==> config.mk <==
export PLATFORM = sky130hd
export DESIGN_NAME = xbus_port_mux
export DESIGN_NICKNAME = d
export VERILOG_FILES = /design/src/rtl/xbus_port_mux.sv
export SDC_FILE = /design/constraint.sdc
export NUM_CORES = 1
export LEC_CHECK = 0
export BUFFER_PORTS_ARGS = -buffer_cell sky130_fd_sc_hd__buf_2
export CAP_MARGIN = 0
export CORE_AREA = 2 2 87 56
export DETAILED_ROUTE_END_ITERATION = 8
export DIE_AREA = 0 0 89 58
export PLACE_DENSITY = 0.84
export SLEW_MARGIN = 20
export SYNTH_ARGS = -nofsm -noshare
export SYNTH_HDL_FRONTEND = slang
export SYNTH_SLANG_ARGS = --single-unit
==> constraint.sdc <==
create_clock -name clk -period 3.65 [get_ports clk]
set_input_delay 0.73 -clock clk [delete_from_list [all_inputs] [get_ports clk]]
set_output_delay 0.73 -clock clk [all_outputs]
set_load 0.005 [all_outputs]
==> src/rtl/xbus_port_mux.sv <==
module xbus_port_mux #(
  parameter int W = 8
) (
  input  logic           clk,
  input  logic           rst_n,
  input  logic           start,
  input  logic [1:0]     kind,
  input  logic           addr16,
  input  logic [2*W-1:0] pc,
  input  logic [W-1:0]   dptr_hi,
  input  logic [W-1:0]   data_lo,
  input  logic [W-1:0]   wdata,
  input  logic [W-1:0]   p0_latch,
  input  logic [W-1:0]   p2_latch,
  input  logic [W-1:0]   p0_in,
  output logic [W-1:0]   p0_out,
  output logic           p0_oe,
  output logic [W-1:0]   p2_out,
  output logic [W-1:0]   p2_oe,
  output logic           ale,
  output logic           psen_n,
  output logic           rd_n,
  output logic           wr_n,
  output logic [W-1:0]   rdata,
  output logic           rdata_valid
);
  localparam logic [1:0] K_FETCH = 2'b00;
  localparam logic [1:0] K_READ  = 2'b01;
  localparam logic [1:0] K_WRITE = 2'b10;
  localparam logic [1:0] K_NONE  = 2'b11;
  localparam logic [W-1:0] ONES = '1;

  typedef enum logic [1:0] {PH_IDLE, PH_ADDR, PH_DATA} ph_t;

  ph_t        ph;
  logic [1:0] kind_q;
  logic [W-1:0] lo_q, hi_q, wd_q;

  wire go    = (ph == PH_IDLE) && start && (kind != K_NONE);
  wire busy  = (ph != PH_IDLE);
  wire in_d  = (ph == PH_DATA);
  wire d_wr  = in_d && (kind_q == K_WRITE);

  always_ff @(posedge clk) begin
    if (!rst_n) begin
      ph          <= PH_IDLE;
      kind_q      <= K_FETCH;
      lo_q        <= '0;
      hi_q        <= '0;
      wd_q        <= '0;
      rdata       <= '0;
      rdata_valid <= 1'b0;
    end else begin
      rdata_valid <= 1'b0;
      case (ph)
        PH_IDLE: if (go) begin
          ph     <= PH_ADDR;
          kind_q <= kind;
          wd_q   <= wdata;
          lo_q   <= (kind == K_FETCH) ? pc[W-1:0] : data_lo;
          hi_q   <= (kind == K_FETCH) ? pc[2*W-1:W] : (addr16 ? dptr_hi : p2_latch);
        end
        PH_ADDR: ph <= PH_DATA;
        default: begin
          ph <= PH_IDLE;
          if (kind_q != K_WRITE) begin
            rdata       <= p0_in;
            rdata_valid <= 1'b1;
          end
        end
      endcase
    end
  end

  assign ale    = (ph == PH_ADDR);
  assign psen_n = !(in_d && kind_q == K_FETCH);
  assign rd_n   = !(in_d && kind_q == K_READ);
  assign wr_n   = !d_wr;

  assign p0_out = ale ? lo_q : in_d ? (d_wr ? wd_q : ONES) : p0_latch;
  assign p0_oe  = ale || d_wr || (!busy && p0_latch != ONES);
  assign p2_out = busy ? hi_q : p2_latch;
  assign p2_oe  = busy ? ONES : ~p2_latch;

  p_strobe_excl_r11: assert property (@(posedge clk) disable iff (!rst_n)
    $onehot0({ale, !psen_n, !rd_n, !wr_n}));
  p_ale_single_r11: assert property (@(posedge clk) disable iff (!rst_n)
    ale |=> !ale);
  p_ale_then_data_r3: assert property (@(posedge clk) disable iff (!rst_n)
    ale |=> (!psen_n || !rd_n || !wr_n));
  p_read_released_r8: assert property (@(posedge clk) disable iff (!rst_n)
    (!rd_n || !psen_n) |-> !p0_oe);
  p_write_driven_r9: assert property (@(posedge clk) disable iff (!rst_n)
    !wr_n |-> p0_oe);
  p_p2_hold_r5: assert property (@(posedge clk) disable iff (!rst_n)
    (!psen_n || !rd_n || !wr_n) |-> ($stable(p2_out) && p2_oe == ONES));
  p_valid_after_read_r10: assert property (@(posedge clk) disable iff (!rst_n)
    rdata_valid |-> $past(!rd_n || !psen_n));
endmodule

==> results of run 1 <==
-- synth_stat cells (all sizes together) --
cell and number:
mux2 8, buf 9, or2 1, o22ai 8
nand3 19, a311oi 8, inv 4, nor3 1
nor4 1, nor2 12, nand2 51, and4bb 1
clkbuf 11, or3 1, mux2i 8, nor2b 2
a22o 8, a211oi 1, nand2b 10, nand4 1
dfxtp 37, a21oi 26, and2 1, o21ai 35
a211o 1, clkinv 1
-- through the flow --
stage	worst slack (ns)	instances	utilization	hold WS (ns)
after global placement	1.11	416	0.584	0.458
final	0.664	423	0.604	0.472
after detailed placement	1.03	416	0.584	0.461
after global routing	0.585	423	0.604	0.487
after floorplan	1.80	266	-	0.448
after CTS	0.723	423	0.604	0.472
-- metal layers --
layer | vias up | wire, um | global-route usage
met5 | - | 0 | 0
met4 | 0 | 97 | 0.0661
met3 | 13 | 784 | 0.0769
met2 | 152 | 2730 | 0.373
met1 | 1089 | 2640 | 0.350
li1 | 1132 | - | -
-- sequential cells by signal, indices dropped and copies added (netlist names) --
| signal | flops |
|---|---|
| rdata | 8 |
| rdata_valid | 1 |
| hi_q | 8 |
| ph | 2 |
| lo_q | 8 |
| wd_q | 8 |
| kind_q | 2 |
-- worst max-delay path by stage --
stage / startpoint / endpoint / slack, ns / cells after the start
5_1_grt: ph[1]$_SDFFE_PN0P_ / p0_out[1] / 0.59 / 4
3_3_place_gp: ph[1]$_SDFFE_PN0P_ / p0_out[2] / 1.11 / 4
4_1_cts: ph[1]$_SDFFE_PN0P_ / p0_out[2] / 0.72 / 4
2_1_floorplan: p0_latch[1] / p0_oe / 1.80 / 3
3_5_place_dp: ph[1]$_SDFFE_PN0P_ / p0_out[6] / 1.03 / 4
6_report: ph[1]$_SDFFE_PN0P_ / p0_out[2] / 0.66 / 4
-- cell type report --
class / instances / area [sq um]
clock buffers: 7 / 86.3
repair buffers: 107 / 536
flip-flops and latches: 37 / 741
multi-input cells: 204 / 1180
inverters: 5 / 18.8
fillers: 420 / 1730
well taps: 63 / 78.8
-- where the power goes --
part	leakage (nW)	total (mW)	switching, mW	internal [mW]
clock network	0.0443	0.285	0.135	0.150
registers	0.303	0.448	0.0195	0.429
logic	0.827	0.210	0.113	0.0973
-- worst max-delay path: cells and delay by family (launching register included) --
| family | cells | cell delay (ns) |
|---|---|---|
| DFF | 1 | 1.03 |
| and+or+nand+nor | 2 | 0.61 |
| AOI/OAI and AO/OA | 1 | 0.20 |
| buffers and inverters | 1 | 0.13 |
-- placed cells by master (no fill, tap or decap), drive strengths merged, types with 10 or more instances in the layout --
cell / instances
a21oi: 26
nor2: 12
nand2b: 10
o21ai: 35
dfxtp: 37
buf: 107
nand2: 51
nand3: 19
-- kinds of logic (layout without fill, tap and decap cells) --
| logic type | Yosys count | in the layout | share of synthesized area |
|---|---|---|---|
| compound gates | 87 | 87 | 0.254 |
| flops | 37 | 37 | 0.359 |
| mux | 16 | 16 | 0.0824 |
| buf+inv | 25 | 119 | 0.0690 |
| simple gates | 101 | 101 | 0.236 |
==> impl_summary.log, run 1 <==
[metrics] status: complete, no violations
[metrics] CTS tree: built
[metrics] Final Hold Fails: 0
[metrics] Avg Inst Size Synth: 7.77 sq um
[metrics] net count of the finished layout: 430
[metrics] critical path's largest stage delay: 1.03 ns
[metrics] unrepaired setup endpoints after global routing: no
[metrics] post-detailed-route count of antenna-violating nets: 0
[metrics] First DRT Iteration DRCs: 223
[metrics] latest clock arrival within the worst-skew pair: 0.29 ns
[metrics] Antenna diodes: 0
[metrics] global-route wire length before repair: 9.86 mm
[metrics] top-area cell type share of the netlist area: 0.359
[metrics] Min-Delay Path Class: flip-flop to flip-flop
[metrics] area enclosed by the die boundary: 0.00516 sq mm
[metrics] sort of element at the start of the critical path: flip-flop
[metrics] number of core rows: 19
[metrics] crit-path cells: and4bb_2 > nand2b_1 > a22o_1 > buf_2
[metrics] Syn-to-layout area delta: 27.9%
[metrics] post-synthesis cell area: 0.00207 sq mm
[metrics] actual transition at the worst max-transition pin: 1.06 ns
[metrics] cts repair resizes: 0
[metrics] total placed instance area: 0.00256 sq mm
[metrics] final number of max-transition violations: 0
[metrics] power density of the placed cells: 357 mW/mm^2
[metrics] max-cap violation count: 0
[metrics] start point of the worst hold path: hi_q[0]$_SDFFE_PN0P_
[metrics] final std cell area, no fill: 0.00264 sq mm
[metrics] deepest level of the CTS H-tree: 2
[metrics] post-cts hold buffer count: 0
[metrics] final HPWL from detailed placement: 4.61 mm
[metrics] number of antenna violations at the first check in global routing: 0
[metrics] Total Neg Setup Slack: 0 ns
[metrics] critical path's slowest cell: dfxtp_1
[metrics] clock buffer depth: 2
[metrics] wire length per cell after detailed routing: 14.8 um
[metrics] routed wire length: 6.26 mm
[metrics] register bit total from synthesis: 37
[metrics] logic depth of the worst register-to-register path: 3
[metrics] number of global-route vias before repair: 2107
[metrics] final critical-path required period: 2.99 ns
[metrics] endpoint arrival time on the critical path: 2.26 ns
[metrics] end of the worst hold path: hi_q[0]$_SDFFE_PN0P_
[metrics] number of distinct standard cells referenced by the synthesized netlist: 33
[metrics] fraction of layout instances using a drive strength above 1: 0.358
[metrics] clock tree skew after final layout: 0.00300 ns
[metrics] placer congestion estimate: 0.837
[metrics] Chip Height: 58 um
[metrics] Final period util: 0.818
[metrics] clock buffer count from CTS: 5
[metrics] remaining global-route overflow: 0
[metrics] slack of the worst reg-to-reg path: 1.47 ns
[metrics] maximum fanout along the worst path: 33
[metrics] CTS clk-pin slew, worst paths: 0.07 ns
[metrics] worst reg2reg path endpoint: hi_q[7]$_SDFFE_PN0P_
[metrics] vias per cell: 5.64
[metrics] Hold Crit Depth: 2
[metrics] Required @ worst endpoint: 2.92 ns
[metrics] worst-case vdd ir drop: 0.000189 V
[metrics] post-synthesis net count: 336
[metrics] initial core utilization: 0.472
[metrics] leakage: 1.17 nW
[metrics] Die X-Extent: 89 um
[metrics] maximum number of pins on one net before global-route repair: 34
[metrics] type of the worst setup path: flip-flop to output pin
[metrics] GRT Total Usage: 0.249
[metrics] synth top area cells: dfxtp_1 (36%), nand2_1 (9.3%), o21ai_0 (8.5%), a21oi_1 (6.3%), nand3_1 (4.4%)
[metrics] part of the Yosys area used for sequential elements: 0.359
[metrics] DRC Markers: 0
[metrics] post-CTS setup buffer count: 0
[metrics] number of I/O port buffers: 107
[metrics] Ports: 108
[metrics] kind of capture point of the worst setup path: output pin
[metrics] r2r startpoint: ph[1]$_SDFFE_PN0P_
[metrics] clock sink count: 37
[metrics] Achievable Freq: 0.335 GHz
[metrics] worst relative slew slack: 0.289
[metrics] total via count after detailed routing: 2386
[metrics] Yosys warnings: 0
[metrics] overall power: 944 uW
[metrics] number of search-and-repair iterations in the first detailed-routing pass: 6
[metrics] Core Footprint: 0.00437 sq mm
[metrics] area leader, netlist: dfxtp_1
[metrics] Clock Tree Root: clkbuf_8
[metrics] post-synthesis cell count: 266
[metrics] Final setup viols: 0
(Power assumes the default switching activity.)
==> run 2: changes to the inputs <==
Settings changed: ABC_AREA set to 1, CORE_AREA 2 2 87 56 to 2 2 91 58, DIE_AREA 0 0 89 58 to 0 0 93 60, PLACE_DENSITY 0.84 to 0.78.
Clock period 3.65 ns to 3.1 ns, I/O delays scaled along.
==> run 2 against run 1 <==
Combinational power up 27%. Sequential cell count did not move. Synthesized area is 0.97% higher. Final area grew 1.1%. Sequential power rose by 19%. Largest power group unchanged. Global-route usage shrank 5.1 points. Cell count increased by 19%. Sequential share of layout area decreased by 0.30 points. Register-to-register slack better by 0.11 ns. Largest cell class unchanged. Synthesized cell count rose by 27%. Via count is 4.0% lower.
==> impl_summary.log, run 2 <==
[metrics] status: complete, no violations
[metrics] area enclosed by the die boundary: 0.00558 sq mm (+8.1%)
[metrics] Required @ worst endpoint: 2.48 ns (-0.44 ns)
[metrics] Async SR Flop Fraction: 0 (unchanged)
[metrics] fraction of layout instances using a drive strength above 1: 0.284 (-0.0746)
[metrics] type of the worst setup path: flip-flop to output pin
[metrics] worst relative slew slack: 0.591 (+0.302)
[metrics] number of distinct standard cells referenced by the synthesized netlist: 22 (-33%)
[metrics] Clock Tree Root: clkbuf_8
[metrics] register bit total from synthesis: 37 (unchanged)
[metrics] worst setup slack after placement: 1.14 ns (+0.100 ns)
[metrics] remaining global-route overflow: 0 (unchanged)
[metrics] part of the Yosys area used for sequential elements: 0.355 (-0.00344)
[metrics] post-synthesis cell area: 0.00209 sq mm (+0.97%)
[metrics] initial core utilization: 0.434 (-0.0381)
[metrics] DRC Markers: 0 (unchanged)
[metrics] routed wire length: 5.38 mm (-14%)
[metrics] Final period util: 0.746
[metrics] First DRT Iteration DRCs: 112 (-50%)
[metrics] actual transition at the worst max-transition pin: 0.613 ns (-0.452 ns)
[metrics] unrepaired setup endpoints after global routing: no
[metrics] final core utilization: 0.556 (-0.0481)
[metrics] latest clock arrival within the worst-skew pair: 0.29 ns (about the same)
[metrics] r2r startpoint: ph[1]$_SDFFE_PN0P_
[metrics] Top FF cell, synth: dfxtp_1
[metrics] global-route wire length before repair: 8.60 mm (-13%)
[metrics] area leader, netlist: dfxtp_1
[metrics] final HPWL from detailed placement: 3.98 mm (-14%)
[metrics] final critical-path required period: 2.31 ns
[metrics] CTS tree: built
[metrics] wire length per cell after detailed routing: 10.7 um (-28%)
[metrics] setup slack of the critical path after layout: 0.788 ns (+0.124 ns)
[metrics] cts repair resizes: 0 (unchanged)
[metrics] Final setup viols: 0 (unchanged)
[metrics] Achievable Freq: 0.432 GHz
[metrics] EDFF count, synth: 0 (unchanged)
[metrics] worst reg2reg path endpoint: wd_q[0]$_SDFFE_PN0P_
[metrics] overall power: 1.12 mW (+18%)
[metrics] leakage: 1.44 nW (+22%)
[metrics] top-area cell type share of the netlist area: 0.355 (-0.00344)
[metrics] Avg Inst Size Synth: 6.17 sq um (-21%)
[metrics] commonest cells after routing, fill and taps aside: nand2_1 (109), buf_2 (107), nor2_1 (70)
[metrics] final number of max-transition violations: 0 (unchanged)
[metrics] start point of the worst hold path: rdata[7]$_SDFFE_PN0P_
[metrics] Die X-Extent: 93 um (+4.5%)
[metrics] Hold Crit Depth: 2 (unchanged)
[metrics] number of antenna violations at the first check in global routing: 0 (unchanged)
[metrics] CTS clk-pin slew, worst paths: 0.07 ns (about the same)
[metrics] number of I/O port buffers: 107 (unchanged)
[metrics] Total Neg Setup Slack: 0 ns (unchanged)
[metrics] maximum number of pins on one net before global-route repair: 36 (+5.9%)
[metrics] Min-Delay Path Class: flip-flop to flip-flop
[metrics] logic depth of the worst register-to-register path: 4 (+1)
[metrics] Syn-to-layout area delta: 28.1%
[metrics] end of the worst hold path: rdata[7]$_SDFFE_PN0P_
[metrics] Yosys warnings: 0 (unchanged)
[metrics] most common library cells after synthesis: nand2_1 (109), nor2_1 (70), dfxtp_1 (37)
[metrics] post-detailed-route count of antenna-violating nets: 0 (unchanged)
[metrics] deepest level of the CTS H-tree: 2 (unchanged)
[metrics] most common cell after layout, fill and taps aside: nand2_1
[metrics] post-synthesis net count: 408 (+21%)
[metrics] clock buffer depth: 2 (unchanged)
[metrics] number of filler cells placed in the layout: 503 (+20%)
[metrics] sort of element at the start of the critical path: flip-flop
[metrics] placer congestion estimate: 0.878 (+4.8%)
[metrics] number of core rows: 20 (+1)
[metrics] slack of the worst reg-to-reg path: 1.58 ns (+0.11 ns)
[metrics] Chip Height: 60 um (+3.4%)
[metrics] total via count after detailed routing: 2291 (-4.0%)
[metrics] net count of the finished layout: 506 (+18%)
[metrics] vias per cell: 4.55 (-19%)
[metrics] power density of the placed cells: 418 mW/mm^2 (+17%)
[metrics] clock sink count: 37 (unchanged)
[metrics] worst-case vdd ir drop: 0.000172 V (-9.3%)
[metrics] GRT Total Usage: 0.198 (-0.0509)
[metrics] most repeated cell in the gate-level netlist after synthesis: nand2_1
[metrics] Core Footprint: 0.00480 sq mm (+9.8%)
[metrics] maximum fanout along the worst path: 9 (-73%)
[metrics] post-synthesis cell count: 338 (+27%)
[metrics] Final Hold Fails: 0 (unchanged)
[metrics] number of search-and-repair iterations in the first detailed-routing pass: 7 (+1)
[metrics] clock tree skew after final layout: 0.00513 ns (+0.00212 ns)
[metrics] Antenna diodes: 0 (unchanged)
[metrics] endpoint arrival time on the critical path: 1.69 ns (-0.57 ns)
[metrics] max-cap violation count: 0 (unchanged)
[metrics] kind of capture point of the worst setup path: output pin
[metrics] Ports: 108 (unchanged)
[metrics] number of global-route vias before repair: 1954 (-7.3%)
[metrics] post-CTS setup buffer count: 0 (unchanged)
[metrics] clock buffer count from CTS: 5 (unchanged)
[metrics] post-cts hold buffer count: 0 (unchanged)
[metrics] synth top area cells: dfxtp_1 (36%), nand2_1 (20%), nor2_1 (13%), o21ai_0 (7.4%), inv_1 (5.6%)
## run 2: cell types whose count changed in the layout (fill, tap and decap cells not counted), sizes merged, moves of 9 or more
cell | previous run | this run
nor2 | 12 | 74
inv | 4 | 33
a21oi | 26 | 17
nand2b | 10 | 0
nand2 | 51 | 112
nand3 | 19 | 3
## run 2: cell families (layout without fill, tap and decap cells)
kind of cell / Yosys count / after routing / synth area share
AOI/OAI and AO/OA: 60 / 60 / 0.144
buffers and inverters: 49 / 148 / 0.116
and+or+nand+nor: 192 / 192 / 0.385
DFF: 37 / 37 / 0.355
## run 2: worst max-delay path by stage
stage | to | slack [ns] | from | depth (start not counted)
2_1_floorplan | p0_out[0] | 1.49 | ph[0]$_SDFFE_PN0P_ | 5
3_3_place_gp | p0_out[4] | 1.18 | ph[1]$_SDFFE_PN0P_ | 6
3_5_place_dp | p0_out[4] | 1.14 | ph[1]$_SDFFE_PN0P_ | 6
4_1_cts | p0_out[4] | 0.78 | ph[1]$_SDFFE_PN0P_ | 6
5_1_grt | p0_out[4] | 0.59 | ph[1]$_SDFFE_PN0P_ | 6
6_report | p0_out[4] | 0.79 | ph[1]$_SDFFE_PN0P_ | 6
## run 2: final cells by class
cell class | count | area (sq um) | share of cell area
Multi-Input combinational cell | 252 | 1100 | 0.413
Tap cell | 66 | 82.6 | 0.0309
Clock inverter | 2 | 10.0 | 0.00375
Timing Repair Buffer | 107 | 536 | 0.200
Clock buffer | 6 | 72.6 | 0.0272
Inverter | 33 | 126 | 0.0473
Sequential cell | 37 | 741 | 0.277
## run 2: layer usage
layer / track usage / vias up / routed length [um] / share of wire
met3: 0.0479 / 5 / 343 / 0.064
met1: 0.272 / 984 / 2600 / 0.48
li1: - / 1238 / - / -
met5: 0 / - / 0 / 0
met2: 0.313 / 64 / 2390 / 0.44
met4: 0.0567 / 0 / 44 / 0.0082
## run 2: worst max-delay path, stage by stage, from the launching register on
cell and delay, ns:
dfxtp_1 0.60, nand2_4 0.15, inv_2 0.11, nand2_2 0.11, o21ai_0 0.20, nand2_1 0.09
buf_2 0.14
## run 2: stage by stage
step / hold slack [ns] / cell area [sq um] / std cells
after floorplan: 0.449 / 2090 / 338
after global placement: 0.460 / 2590 / 495
after detailed placement: 0.471 / 2590 / 495
after CTS: 0.487 / 2670 / 503
after global routing: 0.501 / 2670 / 503
final: 0.480 / 2670 / 503
## run 2: report_power, final
group	switching (mW)	internal, mW
combinational	0.152	0.114
sequential	0.0196	0.512
clock	0.165	0.156
total	0.337	0.781
